`src/rtl/srr_pkg.sv`:
```
package srr_pkg;
    localparam int SID_W = 16;
    localparam int LEN_W = 16;

    typedef struct packed {
        logic             valid;
        logic             closed;
        logic [SID_W-1:0] sess;
        logic [LEN_W-1:0] len;
        logic [31:0]      ip;
        logic [15:0]      port;
    } ntf_t;

    typedef struct packed {
        logic             busy;
        logic             meta_pend;
        logic [SID_W-1:0] sess;
        logic [LEN_W-1:0] rem;
        logic [LEN_W-1:0] off;
        ntf_t             ntf;
    } rd_state_t;
endpackage

```
`src/rtl/srr_count_store.sv`:
```
module srr_count_store #(
    parameter int NUM_SESS = 4,
    localparam int IDX_W = (NUM_SESS > 1) ? $clog2(NUM_SESS) : 1
) (
    input  logic             clk,
    input  logic             rst,
    input  logic             add_en,
    input  logic [IDX_W-1:0] add_idx,
    input  logic [15:0]      add_len,
    input  logic             take_en,
    input  logic [IDX_W-1:0] take_idx,
    input  logic [15:0]      take_len,
    input  logic [IDX_W-1:0] rd_idx,
    output logic [15:0]      rd_cnt,
    output logic [15:0]      rd_off
);
    logic [15:0] cnt_q [NUM_SESS];
    logic [15:0] cnt_d [NUM_SESS];
    logic [15:0] off_q [NUM_SESS];
    logic [15:0] off_d [NUM_SESS];

    always_comb begin
        cnt_d = cnt_q;
        off_d = off_q;
        if (add_en) begin
            cnt_d[add_idx] = cnt_d[add_idx] + add_len;
        end
        if (take_en) begin
            cnt_d[take_idx] = cnt_d[take_idx] - take_len;
            off_d[take_idx] = off_d[take_idx] + take_len;
        end
    end

    always_ff @(posedge clk) begin
        if (rst) begin
            for (int i = 0; i < NUM_SESS; i++) begin
                cnt_q[i] <= '0;
                off_q[i] <= '0;
            end
        end else begin
            cnt_q <= cnt_d;
            off_q <= off_d;
        end
    end

    assign rd_cnt = cnt_q[rd_idx];
    assign rd_off = off_q[rd_idx];

    AST_TAKE_WITHIN_COUNT: assert property (@(posedge clk) disable iff (rst)
        take_en |-> take_len <= cnt_q[take_idx]);
endmodule

```
`src/rtl/srr_beat_gen.sv`:
```
module srr_beat_gen #(
    parameter int DW = 8,
    localparam int DATA_W = DW * 8
) (
    input  logic [3:0]        sess_lo,
    input  logic [7:0]        off_lo,
    input  logic [15:0]       rem,
    output logic [DATA_W-1:0] data,
    output logic [DW-1:0]     keep,
    output logic              last
);
    localparam logic [15:0] DW_LEN = 16'(DW);

    logic [7:0] base;
    assign base = {sess_lo, 4'b0000} + off_lo;
    assign last = (rem <= DW_LEN);

    for (genvar k = 0; k < DW; k++) begin : g_lane
        logic lane_on;
        assign lane_on = (16'(k) < rem);
        assign keep[k] = lane_on;
        assign data[8*k +: 8] = lane_on ? (base + 8'(k)) : 8'h00;
    end
endmodule

```
`src/rtl/srr_read_path.sv`:
```
module srr_read_path
    import srr_pkg::*;
#(
    parameter int NUM_SESS = 4,
    parameter int DW = 8,
    localparam int IDX_W = (NUM_SESS > 1) ? $clog2(NUM_SESS) : 1,
    localparam int DATA_W = DW * 8
) (
    input  logic              clk,
    input  logic              rst,
    input  logic              ev_valid,
    input  logic              ev_close,
    input  logic [15:0]       ev_sess,
    input  logic [15:0]       ev_len,
    input  logic [31:0]       ev_ip,
    input  logic [15:0]       ev_port,
    output logic              ntf_valid,
    output logic [15:0]       ntf_sess,
    output logic [15:0]       ntf_len,
    output logic [31:0]       ntf_ip,
    output logic [15:0]       ntf_port,
    output logic              ntf_closed,
    input  logic              req_valid,
    output logic              req_ready,
    input  logic [15:0]       req_sess,
    input  logic [15:0]       req_len,
    output logic              meta_valid,
    input  logic              meta_ready,
    output logic [15:0]       meta_sess,
    output logic              out_valid,
    input  logic              out_ready,
    output logic [DATA_W-1:0] out_data,
    output logic [DW-1:0]     out_keep,
    output logic              out_last
);
    localparam logic [15:0] DW_LEN = 16'(DW);

    rd_state_t st_q, st_d;
    logic        accept;
    logic [15:0] avail, have_off, grant, beat_len;

    assign accept = req_valid && !st_q.busy;
    assign grant  = (req_len < avail) ? req_len : avail;
    assign beat_len = (st_q.rem > DW_LEN) ? DW_LEN : st_q.rem;

    srr_count_store #(.NUM_SESS(NUM_SESS)) u_store (
        .clk      (clk),
        .rst      (rst),
        .add_en   (ev_valid && !ev_close),
        .add_idx  (ev_sess[IDX_W-1:0]),
        .add_len  (ev_len),
        .take_en  (accept),
        .take_idx (req_sess[IDX_W-1:0]),
        .take_len (grant),
        .rd_idx   (req_sess[IDX_W-1:0]),
        .rd_cnt   (avail),
        .rd_off   (have_off)
    );

    always_comb begin
        st_d = st_q;
        st_d.ntf.valid  = ev_valid;
        st_d.ntf.closed = ev_close;
        st_d.ntf.sess   = ev_sess;
        st_d.ntf.len    = ev_close ? 16'd0 : ev_len;
        st_d.ntf.ip     = ev_ip;
        st_d.ntf.port   = ev_port;
        if (st_q.busy && st_q.meta_pend) begin
            if (meta_ready) begin
                st_d.meta_pend = 1'b0;
                if (st_q.rem == 16'd0) st_d.busy = 1'b0;
            end
        end else if (st_q.busy) begin
            if (out_ready) begin
                st_d.rem = st_q.rem - beat_len;
                st_d.off = st_q.off + beat_len;
                if (st_q.rem <= DW_LEN) st_d.busy = 1'b0;
            end
        end else if (accept) begin
            st_d.busy      = 1'b1;
            st_d.meta_pend = 1'b1;
            st_d.sess      = req_sess;
            st_d.rem       = grant;
            st_d.off       = have_off;
        end
    end

    always_ff @(posedge clk) begin
        if (rst) st_q <= '0;
        else     st_q <= st_d;
    end

    srr_beat_gen #(.DW(DW)) u_beat (
        .sess_lo (st_q.sess[3:0]),
        .off_lo  (st_q.off[7:0]),
        .rem     (st_q.rem),
        .data    (out_data),
        .keep    (out_keep),
        .last    (out_last)
    );

    assign req_ready  = !st_q.busy;
    assign meta_valid = st_q.busy && st_q.meta_pend;
    assign meta_sess  = st_q.sess;
    assign out_valid  = st_q.busy && !st_q.meta_pend;
    assign ntf_valid  = st_q.ntf.valid;
    assign ntf_closed = st_q.ntf.closed;
    assign ntf_sess   = st_q.ntf.sess;
    assign ntf_len    = st_q.ntf.len;
    assign ntf_ip     = st_q.ntf.ip;
    assign ntf_port   = st_q.ntf.port;

    AST_META_FIRST: assert property (@(posedge clk) disable iff (rst)
        !(meta_valid && out_valid));
    AST_META_HOLD: assert property (@(posedge clk) disable iff (rst)
        meta_valid && !meta_ready |=> meta_valid && $stable(meta_sess));
    AST_DATA_HOLD: assert property (@(posedge clk) disable iff (rst)
        out_valid && !out_ready |=> out_valid && $stable(out_data) && $stable(out_keep) && $stable(out_last));
    AST_IDLE_QUIET: assert property (@(posedge clk) disable iff (rst)
        req_ready |-> !meta_valid && !out_valid);
    AST_CLOSE_ZERO: assert property (@(posedge clk) disable iff (rst)
        ntf_valid && ntf_closed |-> ntf_len == 16'd0);
    AST_FULL_KEEP: assert property (@(posedge clk) disable iff (rst)
        out_valid && !out_last |-> &out_keep);
endmodule

```
`config.mk`:
```
export PLATFORM = sky130hd
export DESIGN_NAME = srr_read_path
export DESIGN_NICKNAME = d
export VERILOG_FILES = /design/src/rtl/srr_pkg.sv /design/src/rtl/srr_count_store.sv /design/src/rtl/srr_beat_gen.sv /design/src/rtl/srr_read_path.sv
export SDC_FILE = /design/constraint.sdc
export NUM_CORES = 1
export LEC_CHECK = 0
export ABC_AREA = 1
export BUFFER_PORTS_ARGS = -buffer_cell sky130_fd_sc_hd__buf_2
export CAP_MARGIN = 20
export CORE_MARGIN = 8
export CORE_UTILIZATION = 52
export DETAILED_ROUTE_END_ITERATION = 6
export MAX_ROUTING_LAYER = met4
export PLACE_DENSITY = 0.76
export SETUP_SLACK_MARGIN = 0.05
export SYNTH_ARGS = -nofsm -noshare
export SYNTH_HDL_FRONTEND = slang
export SYNTH_SLANG_ARGS = --single-unit
```
`constraint.sdc`:
```
create_clock -name clk -period 11.19 [get_ports clk]
set_input_delay 1.119 -clock clk [delete_from_list [all_inputs] [get_ports clk]]
set_output_delay 1.119 -clock clk [all_outputs]
set_load 0.005 [all_outputs]
```
# Word level (Yosys, flattened, before mapping)

Cells that the tools add are included.

Register bits: 260
Input bits: 119
Logic and storage cells: 113

Add/sub/neg operators: 13
Magnitude comparators: 15
Equal/unequal tests: 4
Mux-type cells: 41
Bitwise logic cells: 4
Reduce and logical (&&, ||, !) cells: 17

Operator list:

| kind                | count |
|---|---|
| $bwmux 64           | 3 |
| $mux 16             | 12 |
| $bmux 16 s2         | 4 |
| $mux 64             | 2 |
| $demux 16 s2        | 2 |
| $lt 3x16->1 const A | 4 |
| $mux 32             | 2 |
| $mux 8              | 8 |
| $mux 50             | 1 |
| $add 16x16->16      | 3 |
| $add 8x3->8 const B | 4 |
| $lt 1x16->1 const A | 2 |
| $lt 2x16->1 const A | 2 |
| $sub 16x16->16      | 2 |
| $mux 17             | 1 |
| $add 8x2->8 const B | 2 |
| $gt 16x4->1 const B | 1 |
| $le 16x4->1 const B | 1 |
| $logic_not 16->1    | 1 |
| $lt 16x16->1        | 1 |
| $reduce_and 3->1    | 3 |
| $add 8x1->8 const B | 1 |
| $add 8x8->8         | 1 |
| $ge 3x3->1 const B  | 2 |
| 12 further kinds    | 29 |

# Longest topological paths before layout

Depth in word-level cells: 13
Gate-level depth with buffers: 34
Mapped depth without buffers: 32

# Modules after synthesis

From an unflattened synthesis, not the netlist that was laid out.

Cells, all modules: 2,606
Area, all modules: 17,262.8 um2

By module, submodules not included:

| module          | instances | cells each | area each (um2) |
|---|---|---|---|
| srr_count_store | 1         | 1,480      | 9,576.7 |
| srr_read_path   | 1         | 847        | 6,243.5 |
| srr_beat_gen    | 1         | 279        | 1,442.6 |

# Worst setup path after synthesis

Ideal clock, no wire load.

Kind: in2reg
Start point: input ev_sess[0]
End point: register u_store.cnt_q[61] (netlist bit)
Data arrival time: 5.023 ns
Slack: 6.082 ns
Cell stages on the path: 28
Path buffers: 2
Cell sequence: buf_4 > inv_2 > nor2_2 > clkbuf_1 > a22oi_1 > nand3_1 > ha_1 > fa_1 > nand2_1 > nand2_1 > o21ai_1 > o21ai_2 > a21boi_1 > o21ai_1 > xnor2_1 > nand2_1 > o21ai_0 > inv_1 > nand2_1 > nand4_1 > ha_1 > nand2_1 > inv_1 > nand2_1 > o41ai_1 > xor2_1 > nor2_1 > a211oi_1

Cells in the longest elaborated chain, start to end: 13
Elaborated cells on any way between the ends: 18

Ends and longest elaborated chain:

| what                                                               | line                  | source |
|---|---|---|
| start, declared                                                    | srr_read_path.sv:13   | `input logic [15:0] ev_sess,` |
| $not 2->3 (not written as such) (*)                                | srr_count_store.sv:26 | `cnt_d[add_idx] = cnt_d[add_idx] + add_len;` |
| $bmux 16 s2 (tied with other cells)                                | srr_count_store.sv:26 |  |
| $mux 16 (not written as such) or $logic_and 1x1->1 (tied branches) | srr_count_store.sv:26 |  |
| $mux 16 (not written as such)                                      | srr_count_store.sv:26 |  |
| $add 16x16->16 or $demux 16 s2 (tied branches)                     | srr_count_store.sv:26 |  |
| $bwmux 64 (*)                                                      | srr_count_store.sv:26 |  |
| $mux 64 (*)                                                        | srr_count_store.sv:25 | `if (add_en) begin` |
| $bmux 16 s2                                                        | srr_count_store.sv:29 | `cnt_d[take_idx] = cnt_d[take_idx] - take_len;` |
| $mux 16 (not written as such) (2 in a row)                         | srr_count_store.sv:29 |  |
| $sub 16x16->16                                                     | srr_count_store.sv:29 |  |
| $bwmux 64                                                          | srr_count_store.sv:29 |  |
| $mux 64 (*)                                                        | srr_count_store.sv:28 | `if (take_en) begin` |
| end signal, assigned                                               | srr_count_store.sv:41 | `cnt_q <= cnt_d;` |
| end, declared                                                      | srr_count_store.sv:17 | `logic [15:0] cnt_q [NUM_SESS];` |

Mark *: on every way between the ends. The rest lies on a longest branch, timed or not. The select of a mux whose other input is x is not followed.
A chain may end at the register's enable or synchronous reset.

# Worst setup path after layout

Start point: input req_sess[1]
End point: register u_store.cnt_q[60] (netlist bit)

Cells in the longest elaborated chain, start to end: 9
Elaborated cells on any way between the ends: 17

Ends and longest elaborated chain:

| what                                       | line                                         | source |
|---|---|---|
| start, declared                            | srr_read_path.sv:25                          | `input logic [15:0] req_sess,` |
| $not 2->3 (not written as such) (*)        | srr_count_store.sv:29, srr_count_store.sv:46 |  |
| $bmux 16 s2                                | srr_count_store.sv:46                        | `assign rd_cnt = cnt_q[rd_idx];` |
| $mux 16 (not written as such) (2 in a row) | srr_count_store.sv:46                        |  |
| $lt 16x16->1                               | srr_read_path.sv:43                          | `assign grant = (req_len < avail) ? req_len : avail;` |
| $mux 16                                    | srr_read_path.sv:43                          |  |
| $sub 16x16->16                             | srr_count_store.sv:29                        |  |
| $bwmux 64 (*)                              | srr_count_store.sv:29                        |  |
| $mux 64 (*)                                | srr_count_store.sv:28                        |  |

Marked as above.

==> results.toml <==
[grt]
grt_pass1_vias = 13690
grt_pass1_wl_um = 74220
antenna_found_initial = 0
grt.total_usage = 0.2840
grt.overflow.total = 0
grt_max_degree = 88

[yosys]
synth.cell_area_sq_um = 14180
synth_top_area_frac = 0.3107
ys_types = 58
syn_area_per_cell_sq_um = 6.842
yosysSeqAreaShare = 0.3107
yosysWarningCount = 0
synthArstFlopShare = 0
synth_seq_cells = 220
yosys.area.top_type = "dfxtp_1"
synth-main-ff-cell = "dfxtp_1"
synthTopCellsByArea = "dfxtp_1, nand2_1, inv_1"
synth_edf_count = 0
synth.top_cells.by_count = "nand2_1, inv_1, nor2_1, dfxtp_1, o21ai_0"
yosysMostFrequentCell = "nand2_1"
synth_cells = 2072

[critical_path]
end_kind = "flip-flop"
crit_slowest_cell = "a221oi_1"
cp.required_ns = 11.63
crit_top_cell = "nand2_1"
startpoint_type = "input port"
crit_type = "input port to flip-flop"
cpPeakStageDelay_ns = 0.65
r2r-start = "u_store.cnt_q[58]"
crit_start = "req_sess[1]"
critical_path.max_fanout = 32
arrival_ns = 6.74

[route]
drc = 0
ant_nets = 0
wirelength_um = 47340
dr.pass1.iters = 6
vias = 14360
post_drt_wl_per_cell_um = 18.31
drt_first_iter_violations = 1580
routed_via_density = 5.554

[floorplanning]
die-area_sq_um = 32800
pin_count = 293
die_x_um = 181.1
fp.coreArea_sq_um = 26880
initial_utilization = 0.5275
core.rowCount = 60
die_h_um = 181.1

[clock_tree]
insertion_delay_ns = 0.54
cts_tree = "done"
cts-resized-gates = 0
cts_hold_buf = 0
cts-root-buf = "clkbuf_16"
post_cts_buffers = 0
cts_max_level = 1
cts.path.max_buffers = 3
clk_pin_slew_ns = 0.06
clkSinkCount = 220
cts_buffers = 25

[timing]
rsz0062_at_grt = "no"
max_freq_mhz = 158.6
fin_crit_ns = 6.305
slew_violations = 0
hold_violations = 0
setup_violations = 0
slew_headroom = 0.2938
fin_hold_ws_ns = 0.4764
period_share = 0.5635
fin_skew_ns = 0.02612
fin_tns_setup_ns = 0
worst_slew_pin_slew_ns = 1.058

[power_and_ir_drop]
p_seq_frac = 0.344
ir_worst_vdd_mv = 0.09565
p_leak_nw = 8.414
p_switching_mw = 0.9412
p_int_mw = 1.627
p_sw_frac = 0.3665
p_per_area_nw_per_um2 = 161.3
clockPowerShare = 0.326
pwr-share-comb = 0.330
power_mw = 2.568

[job]
drv_cap = 0

[status]
status = "complete, no violations"

[final_layout]
layout.nets = 2422
antennaDiodeCount = 0
final_util = 0.5923
area_growth_pct = 12.29
design_area_sq_um = 15920
drive_gt1_frac = 0.1952

[worst_hold_path]
hp-start = "meta_sess[8]"
hold_class = "flip-flop to flip-flop"

[placed_design]
place.gp.congestion = 0.9823
numPortBuffers = 292
placed_cell_area_sq_um = 15070
post-dp-hpwl_um = 35100
final timing paths:
kind	end	slack [ns]	depth (start not counted)
hold reg to reg	meta_sess[8]	0.48	2
hold / removal	meta_sess[8]	0.48	2
setup / recovery	u_store.cnt_q[60]	4.88	31
setup reg to reg	u_store.cnt_q[60]	6.11	27
critical path: cells and delay by family:
family,cells,cell delay (ns)
adder cells (fa/ha/maj),3,0.95
XOR/XNOR,1,0.34
buffers and inverters,6,1.15
AND/OR/NAND/NOR,15,1.56
AO/OA/AOI/OAI,6,1.58
power by group through the flow:
| stage | clock [mW] | combinational [mW] | sequential [mW] |
|---|---|---|---|
| floorplan | 0 | 0.588 | 0.882 |
| global placement | 0 | 0.815 | 0.896 |
| detailed placement | 0 | 0.825 | 0.898 |
| CTS | 0.849 | 0.830 | 0.881 |
| global route | 0.884 | 0.933 | 0.888 |
| finish | 0.838 | 0.847 | 0.883 |
layer usage:
layer | global-route usage | part of all wire | up-vias
li1 | - | - | 6926
met1 | 0.3505 | 0.40 | 6512
met2 | 0.4572 | 0.46 | 794
met3 | 0.05376 | 0.10 | 124
met4 | 0.1046 | 0.037 | 0
met5 | - | 0 | -
layout by cell type (no fill, tap or decap), types with 15 or more instances in the layout:
master     netlist  layout
ha_1            72      72
a21oi_1        133     133
nor2_1         264     263
nand3_1         74      74
dfxtp_1        220     220
o21ai_0        154     154
o21ai_2         15      15
o22ai_1         22      22
nand2_1        327     327
clkbuf_16        0      25
buf_4          106      19
inv_1          296     296
inv_2           20      21
nor3_1          21      21
buf_2           18     291
a221oi_1        18      18
a211oi_1        20      20
a22oi_1         26      26
xor2_1          37      37
cell families after synthesis:
logic type	after synthesis	synth area share
AO/OA/AOI/OAI	461	0.1943
XOR/XNOR	49	0.03027
AND/OR/NAND/NOR	753	0.2246
adder cells (fa/ha/maj)	77	0.07061
multiplexers	6	0.004237
buffers and inverters	504	0.1648
flip-flops	220	0.3107
other	2	0.0005298
layout make-up:
class                           count  area [sq um]
Fill cell                        2567         10960
Multi-Input combinational cell   1350          7446
Clock inverter                     11         116.4
Timing Repair Buffer              310          1599
Clock buffer                       34         729.5
Sequential cell                   220          4404
Inverter                          319          1197
Tap cell                          341         426.7
registers in the layout (all words and copies together), names as in the netlist:
signal and count:
u_store.cnt_q 64, ntf_ip 32, u_store.off_q 32, st_q 26, meta_sess 16, ntf_len 16
ntf_port 16, ntf_sess 16, ntf_closed 1, ntf_valid 1
through the flow:
step | std cells | worst slack [ns]
final | 2585 | 4.885
after global routing | 2585 | 4.516
after CTS | 2585 | 5.063
after detailed placement | 2540 | 4.532
after global placement | 2540 | 4.628
after floorplan | 2074 | 6.082
Note: power is estimated with default switching activity, not from simulation.
